`config.mk`:
```
export PLATFORM = sky130hd
export DESIGN_NAME = mw_eeprom
export DESIGN_NICKNAME = d
export VERILOG_FILES = /design/src/rtl/mw_pkg.sv /design/src/rtl/mw_sync.sv /design/src/rtl/mw_cmd.sv /design/src/rtl/mw_array.sv /design/src/rtl/mw_eeprom.sv
export SDC_FILE = /design/constraint.sdc
export NUM_CORES = 2
export LEC_CHECK = 0
export BUFFER_PORTS_ARGS = -buffer_cell sky130_fd_sc_hd__buf_2
export CAP_MARGIN = 20
export CORE_AREA = 2 2 309 311
export CTS_BUF_LIST = sky130_fd_sc_hd__clkbuf_4 sky130_fd_sc_hd__clkbuf_8 sky130_fd_sc_hd__clkbuf_16
export DETAILED_ROUTE_END_ITERATION = 10
export DIE_AREA = 0 0 311 313
export HOLD_SLACK_MARGIN = 0.12
export PLACE_DENSITY = 0.77
export SETUP_SLACK_MARGIN = 0.02
export SYNTH_ARGS = -nofsm -noshare
export SYNTH_HDL_FRONTEND = slang
export SYNTH_HIERARCHICAL = 1
export SYNTH_SLANG_ARGS = --single-unit
```
`constraint.sdc`:
```
create_clock -name clk -period 7.4 [get_ports clk]
set_clock_uncertainty 0.15 [all_clocks]
set_input_delay 0.74 -clock clk [delete_from_list [all_inputs] [get_ports clk]]
set_output_delay 0.74 -clock clk [all_outputs]
set_load 0.01 [all_outputs]
```
`src/rtl/mw_pkg.sv`:
```
// Shared encodings for the serial EEPROM slave.
// Assumes: opcode and sub-opcode values are fixed by the serial command grammar.
package mw_pkg;
    typedef enum logic [2:0] {
        ST_IDLE,
        ST_HDR,
        ST_DATA,
        ST_READ,
        ST_DONE
    } mw_state_t;

    localparam logic [1:0] OPC_EXT   = 2'b00;
    localparam logic [1:0] OPC_WRITE = 2'b01;
    localparam logic [1:0] OPC_READ  = 2'b10;
    localparam logic [1:0] OPC_ERASE = 2'b11;

    localparam logic [1:0] SUB_DIS   = 2'b00;
    localparam logic [1:0] SUB_FILL  = 2'b01;
    localparam logic [1:0] SUB_CLR   = 2'b10;
    localparam logic [1:0] SUB_EN    = 2'b11;
endpackage

```
`src/rtl/mw_sync.sv`:
```
// Multi-stage synchroniser for a bundle of asynchronous inputs.
// Assumes: each bit is independent; inputs change slowly compared with clk.
module mw_sync #(
    parameter int W      = 3,
    parameter int STAGES = 2
) (
    input  logic         clk,
    input  logic         rst_n,
    input  logic [W-1:0] d_i,
    output logic [W-1:0] q_o
);
    logic [W-1:0] chain [STAGES];

    generate
        for (genvar s = 0; s < STAGES; s++) begin : g_stage
            // Purpose: move the bundle one stage further into the clk domain.
            always_ff @(posedge clk) begin
                if (!rst_n) chain[s] <= '0;
                else        chain[s] <= (s == 0) ? d_i : chain[(s == 0) ? 0 : s - 1];
            end
        end
    endgenerate

    assign q_o = chain[STAGES-1];
endmodule

```
`src/rtl/mw_cmd.sv`:
```
// Serial command decoder: finds the start bit, gathers opcode, address
// field and data, streams read data and issues an execute strobe when
// select falls after a complete programming or control command.
// Assumes: inputs are already synchronised; rdata_i follows addr_o.
module mw_cmd
    import mw_pkg::*;
#(
    parameter int ADDR_W = 7
) (
    input  logic              clk,
    input  logic              rst_n,
    input  logic              cs_i,
    input  logic              sk_i,
    input  logic              di_i,
    input  logic              busy_i,
    input  logic [7:0]        rdata_i,
    output logic              go_o,
    output logic [1:0]        op_o,
    output logic [1:0]        sub_o,
    output logic [ADDR_W-1:0] addr_o,
    output logic [7:0]        data_o,
    output logic              rd_mode_o,
    output logic              rd_bit_o
);
    localparam int DUMMY = (ADDR_W > 7) ? 1 : 0;
    localparam int FLD_W = ADDR_W + DUMMY;
    localparam int HDR_W = 2 + FLD_W;
    localparam int CNT_W = $clog2(HDR_W + 8);

    mw_state_t        state;
    logic [HDR_W-1:0] hdr;
    logic [HDR_W-1:0] hdr_nxt;
    logic [7:0]       dat;
    logic [CNT_W-1:0] cnt;
    logic             sk_q, cs_q;
    logic             sk_rise, cs_fall;
    logic [1:0]       nxt_op, nxt_sub;
    logic [2:0]       ridx;

    // Purpose: remember last levels for edge detection.
    always_ff @(posedge clk) begin
        if (!rst_n) begin
            sk_q <= 1'b0;
            cs_q <= 1'b0;
        end else begin
            sk_q <= sk_i;
            cs_q <= cs_i;
        end
    end

    // Purpose: edge strobes and the header as it would look after this bit.
    always_comb begin
        sk_rise = sk_i & ~sk_q;
        cs_fall = cs_q & ~cs_i;
        hdr_nxt = {hdr[HDR_W-2:0], di_i};
        nxt_op  = hdr_nxt[HDR_W-1:HDR_W-2];
        nxt_sub = hdr_nxt[HDR_W-3:HDR_W-4];
        ridx    = 3'(3'd7 - cnt[2:0]);
    end

    // Purpose: command state machine, shifting and execute strobe.
    always_ff @(posedge clk) begin
        if (!rst_n) begin
            state    <= ST_IDLE;
            hdr      <= '0;
            dat      <= '0;
            cnt      <= '0;
            go_o     <= 1'b0;
            rd_bit_o <= 1'b0;
        end else begin
            go_o <= 1'b0;
            if (!cs_i) begin
                go_o     <= cs_fall && (state == ST_DONE) && (op_o != OPC_READ);
                state    <= ST_IDLE;
                cnt      <= '0;
                rd_bit_o <= 1'b0;
            end else if (sk_rise) begin
                case (state)
                    ST_IDLE: begin
                        if (di_i && !busy_i) begin
                            state <= ST_HDR;
                            cnt   <= '0;
                        end
                    end
                    ST_HDR: begin
                        hdr <= hdr_nxt;
                        cnt <= cnt + 1'b1;
                        if (cnt == CNT_W'(HDR_W - 1)) begin
                            cnt <= '0;
                            if (nxt_op == OPC_READ) begin
                                state    <= ST_READ;
                                rd_bit_o <= 1'b0;
                            end else if (nxt_op == OPC_WRITE ||
                                         (nxt_op == OPC_EXT && nxt_sub == SUB_FILL)) begin
                                state <= ST_DATA;
                            end else begin
                                state <= ST_DONE;
                            end
                        end
                    end
                    ST_DATA: begin
                        dat <= {dat[6:0], di_i};
                        cnt <= cnt + 1'b1;
                        if (cnt == CNT_W'(7)) state <= ST_DONE;
                    end
                    ST_READ: begin
                        rd_bit_o <= rdata_i[ridx];
                        cnt      <= cnt + 1'b1;
                        if (cnt == CNT_W'(7)) state <= ST_DONE;
                    end
                    default: ;
                endcase
            end
        end
    end

    assign op_o      = hdr[HDR_W-1:HDR_W-2];
    assign sub_o     = hdr[HDR_W-3:HDR_W-4];
    assign addr_o    = hdr[ADDR_W-1:0];
    assign data_o    = dat;
    assign rd_mode_o = (state == ST_READ) || (state == ST_DONE && op_o == OPC_READ);


    idle_while_busy_chk: assert property (@(posedge clk) disable iff (!rst_n)
        (state == ST_IDLE && busy_i) |=> (state == ST_IDLE));


    exec_after_release_chk: assert property (@(posedge clk) disable iff (!rst_n)
        go_o |-> !cs_i);
endmodule

```
`src/rtl/mw_array.sv`:
```
// Byte array with enable latch and timed programming cycle.
// Assumes: go_i is a one-cycle strobe carrying a complete command.
module mw_array
    import mw_pkg::*;
#(
    parameter int ADDR_W = 7,
    parameter int WCYC   = 200
) (
    input  logic              clk,
    input  logic              rst_n,
    input  logic              go_i,
    input  logic [1:0]        op_i,
    input  logic [1:0]        sub_i,
    input  logic [ADDR_W-1:0] addr_i,
    input  logic [7:0]        data_i,
    output logic              busy_o,
    output logic [7:0]        rdata_o
);
    localparam int DEPTH = 1 << ADDR_W;
    localparam int TMR_W = $clog2(WCYC + 1);

    logic [7:0]       mem [DEPTH];
    logic             wen_q;
    logic [TMR_W-1:0] tmr;
    logic             is_prog, prog;

    // Purpose: decide whether this strobe starts a programming cycle.
    always_comb begin
        is_prog = (op_i == OPC_WRITE) || (op_i == OPC_ERASE) ||
                  (op_i == OPC_EXT && (sub_i == SUB_FILL || sub_i == SUB_CLR));
        prog    = go_i && !busy_o && wen_q && is_prog;
    end

    // Purpose: enable latch and busy timer.
    always_ff @(posedge clk) begin
        if (!rst_n) begin
            wen_q  <= 1'b0;
            busy_o <= 1'b0;
            tmr    <= '0;
        end else begin
            if (go_i && !busy_o && op_i == OPC_EXT) begin
                if (sub_i == SUB_EN)       wen_q <= 1'b1;
                else if (sub_i == SUB_DIS) wen_q <= 1'b0;
            end
            if (prog) begin
                busy_o <= 1'b1;
                tmr    <= TMR_W'(WCYC);
            end else if (busy_o) begin
                if (tmr == TMR_W'(1)) busy_o <= 1'b0;
                tmr <= tmr - 1'b1;
            end
        end
    end

    // Purpose: byte storage, single-byte and whole-array updates.
    always_ff @(posedge clk) begin
        if (!rst_n) begin
            for (int i = 0; i < DEPTH; i++) mem[i] <= 8'hFF;
        end else if (prog) begin
            if (op_i == OPC_EXT) begin
                for (int i = 0; i < DEPTH; i++)
                    mem[i] <= (sub_i == SUB_FILL) ? data_i : 8'hFF;
            end else begin
                mem[addr_i] <= (op_i == OPC_WRITE) ? data_i : 8'hFF;
            end
        end
    end

    assign rdata_o = mem[addr_i];


    locked_no_busy_chk: assert property (@(posedge clk) disable iff (!rst_n)
        (go_i && !busy_o && !wen_q && is_prog) |=> !busy_o);


    latch_only_on_cmd_chk: assert property (@(posedge clk) disable iff (!rst_n)
        !$past(go_i) |-> $stable(wen_q));


    busy_from_cmd_chk: assert property (@(posedge clk) disable iff (!rst_n)
        $rose(busy_o) |-> $past(go_i));


    fill_all_chk: assert property (@(posedge clk) disable iff (!rst_n)
        (go_i && !busy_o && wen_q && op_i == OPC_EXT && sub_i == SUB_FILL)
        |=> (mem[0] == $past(data_i) && mem[DEPTH-1] == $past(data_i)));
endmodule

```
`src/rtl/mw_eeprom.sv`:
```
// Top of the three-wire serial EEPROM slave: synchronises the serial
// pins, decodes commands and drives read data or ready/busy status.
// Assumes: serial pin levels last several clk cycles.
module mw_eeprom #(
    parameter int ADDR_W = 7,
    parameter int WCYC   = 200
) (
    input  logic clk,
    input  logic rst_n,
    input  logic cs_i,
    input  logic sclk_i,
    input  logic sdi_i,
    output logic sdo_o
);
    logic              cs_s, sk_s, di_s;
    logic              go, busy, rd_mode, rd_bit;
    logic [1:0]        op, sub;
    logic [ADDR_W-1:0] addr;
    logic [7:0]        wdata, rdata;

    mw_sync #(.W(3), .STAGES(2)) u_sync (
        .clk  (clk),
        .rst_n(rst_n),
        .d_i  ({cs_i, sclk_i, sdi_i}),
        .q_o  ({cs_s, sk_s, di_s})
    );

    mw_cmd #(.ADDR_W(ADDR_W)) u_cmd (
        .clk      (clk),
        .rst_n    (rst_n),
        .cs_i     (cs_s),
        .sk_i     (sk_s),
        .di_i     (di_s),
        .busy_i   (busy),
        .rdata_i  (rdata),
        .go_o     (go),
        .op_o     (op),
        .sub_o    (sub),
        .addr_o   (addr),
        .data_o   (wdata),
        .rd_mode_o(rd_mode),
        .rd_bit_o (rd_bit)
    );

    mw_array #(.ADDR_W(ADDR_W), .WCYC(WCYC)) u_array (
        .clk    (clk),
        .rst_n  (rst_n),
        .go_i   (go),
        .op_i   (op),
        .sub_i  (sub),
        .addr_i (addr),
        .data_i (wdata),
        .busy_o (busy),
        .rdata_o(rdata)
    );

    // Purpose: output select between read stream and ready/busy level.
    always_comb begin
        if (!cs_s)       sdo_o = 1'b0;
        else if (rd_mode) sdo_o = rd_bit;
        else              sdo_o = ~busy;
    end
endmodule

```
# ---- After elaboration in Yosys (flattened, before gate mapping)
# Memory sizes are Yosys's and may differ from the RTL's. A register that Yosys moved wholly into a read port is not among the register bits.
# Index checks and enable logic that the tools add are counted.
dict set report op_classes {
  n_addsub 3
  n_lt_le_gt_ge 1
  n_eq_ne 21
  muxes 170
  bitwise 136
  reduce_logical 35
}
# operator count
set op_table {}
lappend op_table {{8-bit 2-to-1 mux} 133}
lappend op_table {{1-bit OR} 130}
lappend op_table {{1-bit 2-to-1 mux} 21}
lappend op_table {{3-bit 2-to-1 mux} 7}
lappend op_table {{7-bit 2-to-1 mux} 3}
lappend op_table {{5-bit one-hot mux with 3 select lines} 1}
lappend op_table {{2-bit == test, second input constant} 5}
lappend op_table {{1-bit logical AND} 10}
lappend op_table {{5-bit 2-to-1 mux} 2}
lappend op_table {{3-bit one-hot mux with 3 select lines} 1}
lappend op_table {{3-bit AND reduction} 3}
lappend op_table {{2-bit by 1-bit == test with 1-bit output, second input constant} 4}
lappend op_table {{8-bit by 1-bit == test with 1-bit output, second input constant} 1}
lappend op_table {{2-bit by 1-bit inequality test with 1-bit output, second input constant} 4}
lappend op_table {{8-bit OR reduction} 1}
lappend op_table {{8-bit by 1-bit subtractor with 8-bit output, second input constant} 1}
lappend op_table {{3-bit by 2-bit == test with 1-bit output, second input constant} 2}
lappend op_table {{2-bit logical NOT} 3}
lappend op_table {{2-bit nonzero test} 3}
lappend op_table {{2-bit OR reduction} 3}
lappend op_table {{5-bit by 1-bit adder with 5-bit output, second input constant} 1}
lappend op_table {{5-bit by 3-bit == test with 1-bit output, second input constant} 1}
lappend op_table {{5-bit by 4-bit == test with 1-bit output, second input constant} 1}
lappend op_table {{1-bit logical OR} 5}
lappend op_table {{15 further kinds} 20}
dict set report totals {
  register_bits 39
  ram_bits 1030
  wordCells 380
  memories 2
}
# name words width read_ports rd_clocked_by_memory_dff write_ports line_no
set memory_table {}
lappend memory_table {u_array.mem 128 8 1 1 128 mw_array.sv:22} ;# logic [7:0] mem [DEPTH];
lappend memory_table {u_sync.chain 2 3 2 0 2 mw_sync.sv:12} ;# logic [W-1:0] chain [STAGES];

# ---- Logic depth before layout (Yosys ltp)
dict set report logic_depth {
  ltp_word 10
  ltp_mapped 11
  mapped_depth_nobuf 8
}

# ---- Modules after synthesis
# Netlist, hierarchy kept.
# module n_inst cells_per_inst area_per_inst_um2 seq_area_each_um2
set by_module_without_submodules {}
lappend by_module_without_submodules {mw_array 1 3164 49809.0 30949.7}
lappend by_module_without_submodules {mw_cmd 1 141 1437.6 580.6}
lappend by_module_without_submodules {mw_sync 1 12 157.7 120.1}
lappend by_module_without_submodules {mw_eeprom 1 3 21.3 0.0}

# ---- Worst setup path before layout
# No wires, ideal clock.
dict set report synth_timing {
  kind {register to register}
  from {register u_cmd/hdr[0] (netlist name)}
  to {register u_cmd.rd_bit_o}
  arrival_ns 3.552
  required_time_ns 7.134
  setup_slack_ns 3.582
  path_stages_with_launch 11
  n_path_buf 2
  cell_sequence {dfxtp_1 buf_2 buf_1 mux4_2 mux4_2 mux4_2 mux2_2 mux4_2 mux2i_1 nor2_1 a31o_2}
}
# element line_no
set synth_rtl {}
lappend synth_rtl {{end signal, assigned} mw_cmd.sv:107} ;# rd_bit_o <= rdata_i[ridx];
lappend synth_rtl {{end, declared} mw_cmd.sv:23} ;# output logic rd_bit_o

==> reports/results.ini <==
[timing]
hold_slack_ns = 0.279
final-setup-viol-count = 0
slew_viol_final = 0
final.period_utilization_pct = 66.7
max_slew_margin_pct = 17.0
timing.fmax_mhz = 203
tns_ns = 0
tightest_slew_ns = 1.24
rsz0062_at_grt = false
finalCriticalPeriod_ns = 4.93
hold_viol_final = 0

[routing]
firstDrtPassIters = 6
met3_length_um = 19000
wl_met1_um = 49400
drt_iter0_markers = 5008
vias = 31780
antenna_left = 0
via_per_inst = 7.05
top_layer = met5
wl_per_cell_um = 30.9
routed_wl_um = 139000
drc = 0
wl_met2_um = 65400

[yosys]
syn_area_um2 = 51400
synthTopCellsByArea = edfxtp_1, mux4_2, mux2i_1, a21oi_1, clkbuf_1
synth_ff_type = edfxtp_1
synth_top_cell_by_area = edfxtp_1
async_flop_share_pct = 0
syn-num-nets = 3331
synth_top_area_share_pct = 59.8
synth_area_per_cell_um2 = 15.5
ys_ff_latch = 1069
synth-edff-count = 1024
ys_types = 56
ys_seq_area_share_pct = 61.5
syn_inst = 3320
synth_warnings = 6

[worst_setup_path]
cp_max_fo = 103
worstSetupPathType = reg2reg
rr_worst_depth = 9
critPathCaptureType = register
cpMostUsedCell = mux4_2
r2r_start = u_cmd/hdr[1]$_SDFFE_PN0P_
crit_required_ns = 7.85
critPathLaunchType = register
worst-path-buf-inv = 1
max_stage_delay_ns = 1.02
worstPathCellList = buf_12, mux4_2, mux4_2, mux4_2, mux2_2, mux4_2, mux2i_1, nor2_1, a31o_2
worstPathArrival_ns = 5.38
slowest_stage = dfxtp_4
r2r_slack_ns = 2.47
critPathTopFamily = multiplexers
r2r_end = u_cmd/rd_bit_o$_SDFFE_PN0P_

[hold_path]
hp-start = u_sync/chain[0][1]$_SDFF_PN0_
holdPathEnd = u_sync/chain[1][1]$_SDFF_PN0_
min_path_type = reg2reg
hold_depth = 1

[clock_network]
ctsHoldBuffers = 3
cts_tree = done
cts_sinks = 1069
cts_buffer_depth = 3
ctsResizeCount = 0
cts_made_buffers = 105
cts_htree_levels = 3
cts-root-buf = clkbuf_16
clk_pin_slew_ns = 0.06
cts_setup_buffers = 0
worst_skew_pair.late_latency_ns = 0.68

[finish]
synthToLayoutAreaGrowth_pct = 9.51
layout-drive-gt1-share_pct = 21.5
diodes = 0
multi_input_area_um2 = 18300
ff_latch_area_um2 = 31700
fin_area_um2 = 56300
n_fill_cell = 6812
final_nets = 3162

[grt]
grt_antenna_before_repair = 3
first_global_vias = 31799
grt-ovfl-total = 0
grt_max_degree = 121
grt_usage_pct = 28.6
grt_pass1_wl_um = 210000

[die]
num_rows = 113
pin_count = 6
start_util_pct = 54.6
die_h_um = 313
dieArea_um2 = 97300
fp.coreArea_um2 = 94200
die_w_um = 311

[power]
max-vdd-ir-drop_mv = 0.167
net-switching-power_w = 0.00246
switching_share_pct = 20.0
p_int_w = 0.00984
seq_power_share_pct = 53.7
leakage_nw = 12.2
p_clk_share_pct = 45.1
power_density_nw_per_um2 = 218
combPwrFrac_pct = 1.2

[placed_design]
place_congestion = 0.873
placed_cell_area_um2 = 52600
portBuffers = 5
hpwlAfterDp_um = 79900

[run_status]
outcome = finished clean

[flow_run]
maxCapViolations = 0

[per-layer routing]
metal,global-route usage [%],vias up
li1,-,12734
met1,39.1,16151
met2,44.8,2506
met3,7.26,385
met4,10.7,4
met5,0,-
[registers in the layout, indices dropped and copies added (netlist names), 3 cells and up]
name          flops
u_cmd/hdr         9
u_cmd/data_o      8
u_array/tmr       8
u_array/mem    1024
u_sync/chain      6
u_cmd/state       3
u_cmd/cnt         5
[through the flow]
stage | power (W) | cells | utilization (%) | worst slack (ns)
finish | 0.0123 | 4507 | 59.8 | 2.47
global route | 0.0126 | 4507 | 59.8 | 2.42
CTS | 0.0123 | 4498 | 59.7 | 2.45
global placement | 0.00687 | 4297 | 55.9 | 2.51
floorplan | 0.00683 | 3320 | - | 3.58
detailed placement | 0.00688 | 4297 | 55.9 | 2.49
[cell families (layout without fill, tap and decap cells)]
kind of cell	Yosys count	after routing	share of synthesized area, %
compound gates	554	554	5.56
xor+xnor	10	10	0.170
mux	862	862	25.0
flops	1069	1069	61.5
fa+ha+maj	6	6	0.146
buf+inv	421	343	3.24
simple gates	398	398	4.31
[power groups by stage]
| stage | registers [W] | clock network (W) | logic [W] |
|---|---|---|---|
| after floorplan | 0.00673 | 0 | 0.000101 |
| after global placement | 0.00673 | 0 | 0.000139 |
| after CTS | 0.00660 | 0.00559 | 0.000151 |
| final | 0.00660 | 0.00555 | 0.000151 |
| after global routing | 0.00660 | 0.00581 | 0.000164 |
| after detailed placement | 0.00673 | 0 | 0.000149 |
[synthesized netlist by cell type, types with 22 or more instances]
master	count
nor3_1	137
buf_2	37
nand2b_1	133
clkbuf_1	259
nand2_1	22
dfxtp_1	45
buf_1	109
a21oi_1	532
mux2i_1	516
nor2b_1	24
mux4_2	338
edfxtp_1	1024
nor2_1	36
[layout by cell type, fill, tap and decap left out, types with 6 or more instances in the layout]
cell type,count
mux4_2,338
and2_1,8
mux2_2,8
clkinv_1,28
nor3_1,129
buf_12,10
ha_1,6
mux2i_1,516
nand2b_1,131
clkbuf_4,24
edfxtp_1,1024
bufinv_16,13
nand2_1,22
dfxtp_1,41
nor2b_1,24
clkinvlp_4,7
clkinv_2,13
clkbuf_16,108
nand3_1,10
nor2_4,16
xnor2_1,8
inv_1,8
buf_2,7
nor3_2,8
buf_4,110
a21oi_1,532
nor2_1,20
[final cells by class]
class,instances,share of cell area (%)
Inverter,8,0.0533
Multi-Input combinational cell,1830,32.5
Tap cell,1265,2.81
Clock buffer,131,5.13
Timing Repair Buffer,137,2.07
Sequential cell,1069,56.2
Clock inverter,67,1.25
[worst max path at each step]
stage | start | end | slack (ns) | depth (start not counted)
after floorplan | u_cmd/hdr[0]$_SDFFE_PN0P_ | u_cmd/rd_bit_o$_SDFFE_PN0P_ | 3.58 | 10
after global placement | u_cmd/hdr[1]$_SDFFE_PN0P_ | u_cmd/rd_bit_o$_SDFFE_PN0P_ | 2.51 | 9
after detailed placement | u_cmd/hdr[1]$_SDFFE_PN0P_ | u_array/mem[46][4]$_DFFE_PP_ | 2.49 | 5
after CTS | u_cmd/hdr[1]$_SDFFE_PN0P_ | u_array/mem[46][4]$_DFFE_PP_ | 2.45 | 5
after global routing | u_cmd/hdr[1]$_SDFFE_PN0P_ | u_cmd/rd_bit_o$_SDFFE_PN0P_ | 2.42 | 9
final | u_cmd/hdr[1]$_SDFFE_PN0P_ | u_cmd/rd_bit_o$_SDFFE_PN0P_ | 2.47 | 9
[worst register-to-register path, stage by stage, from the launching register on]
cell	delay, ns
dfxtp_4	1.02
buf_12	0.55
mux4_2	0.62
mux4_2	0.54
mux4_2	0.56
mux2_2	0.33
mux4_2	0.50
mux2i_1	0.23
nor2_1	0.11
a31o_2	0.23
No activity file was read; power rests on OpenSTA's default activity.
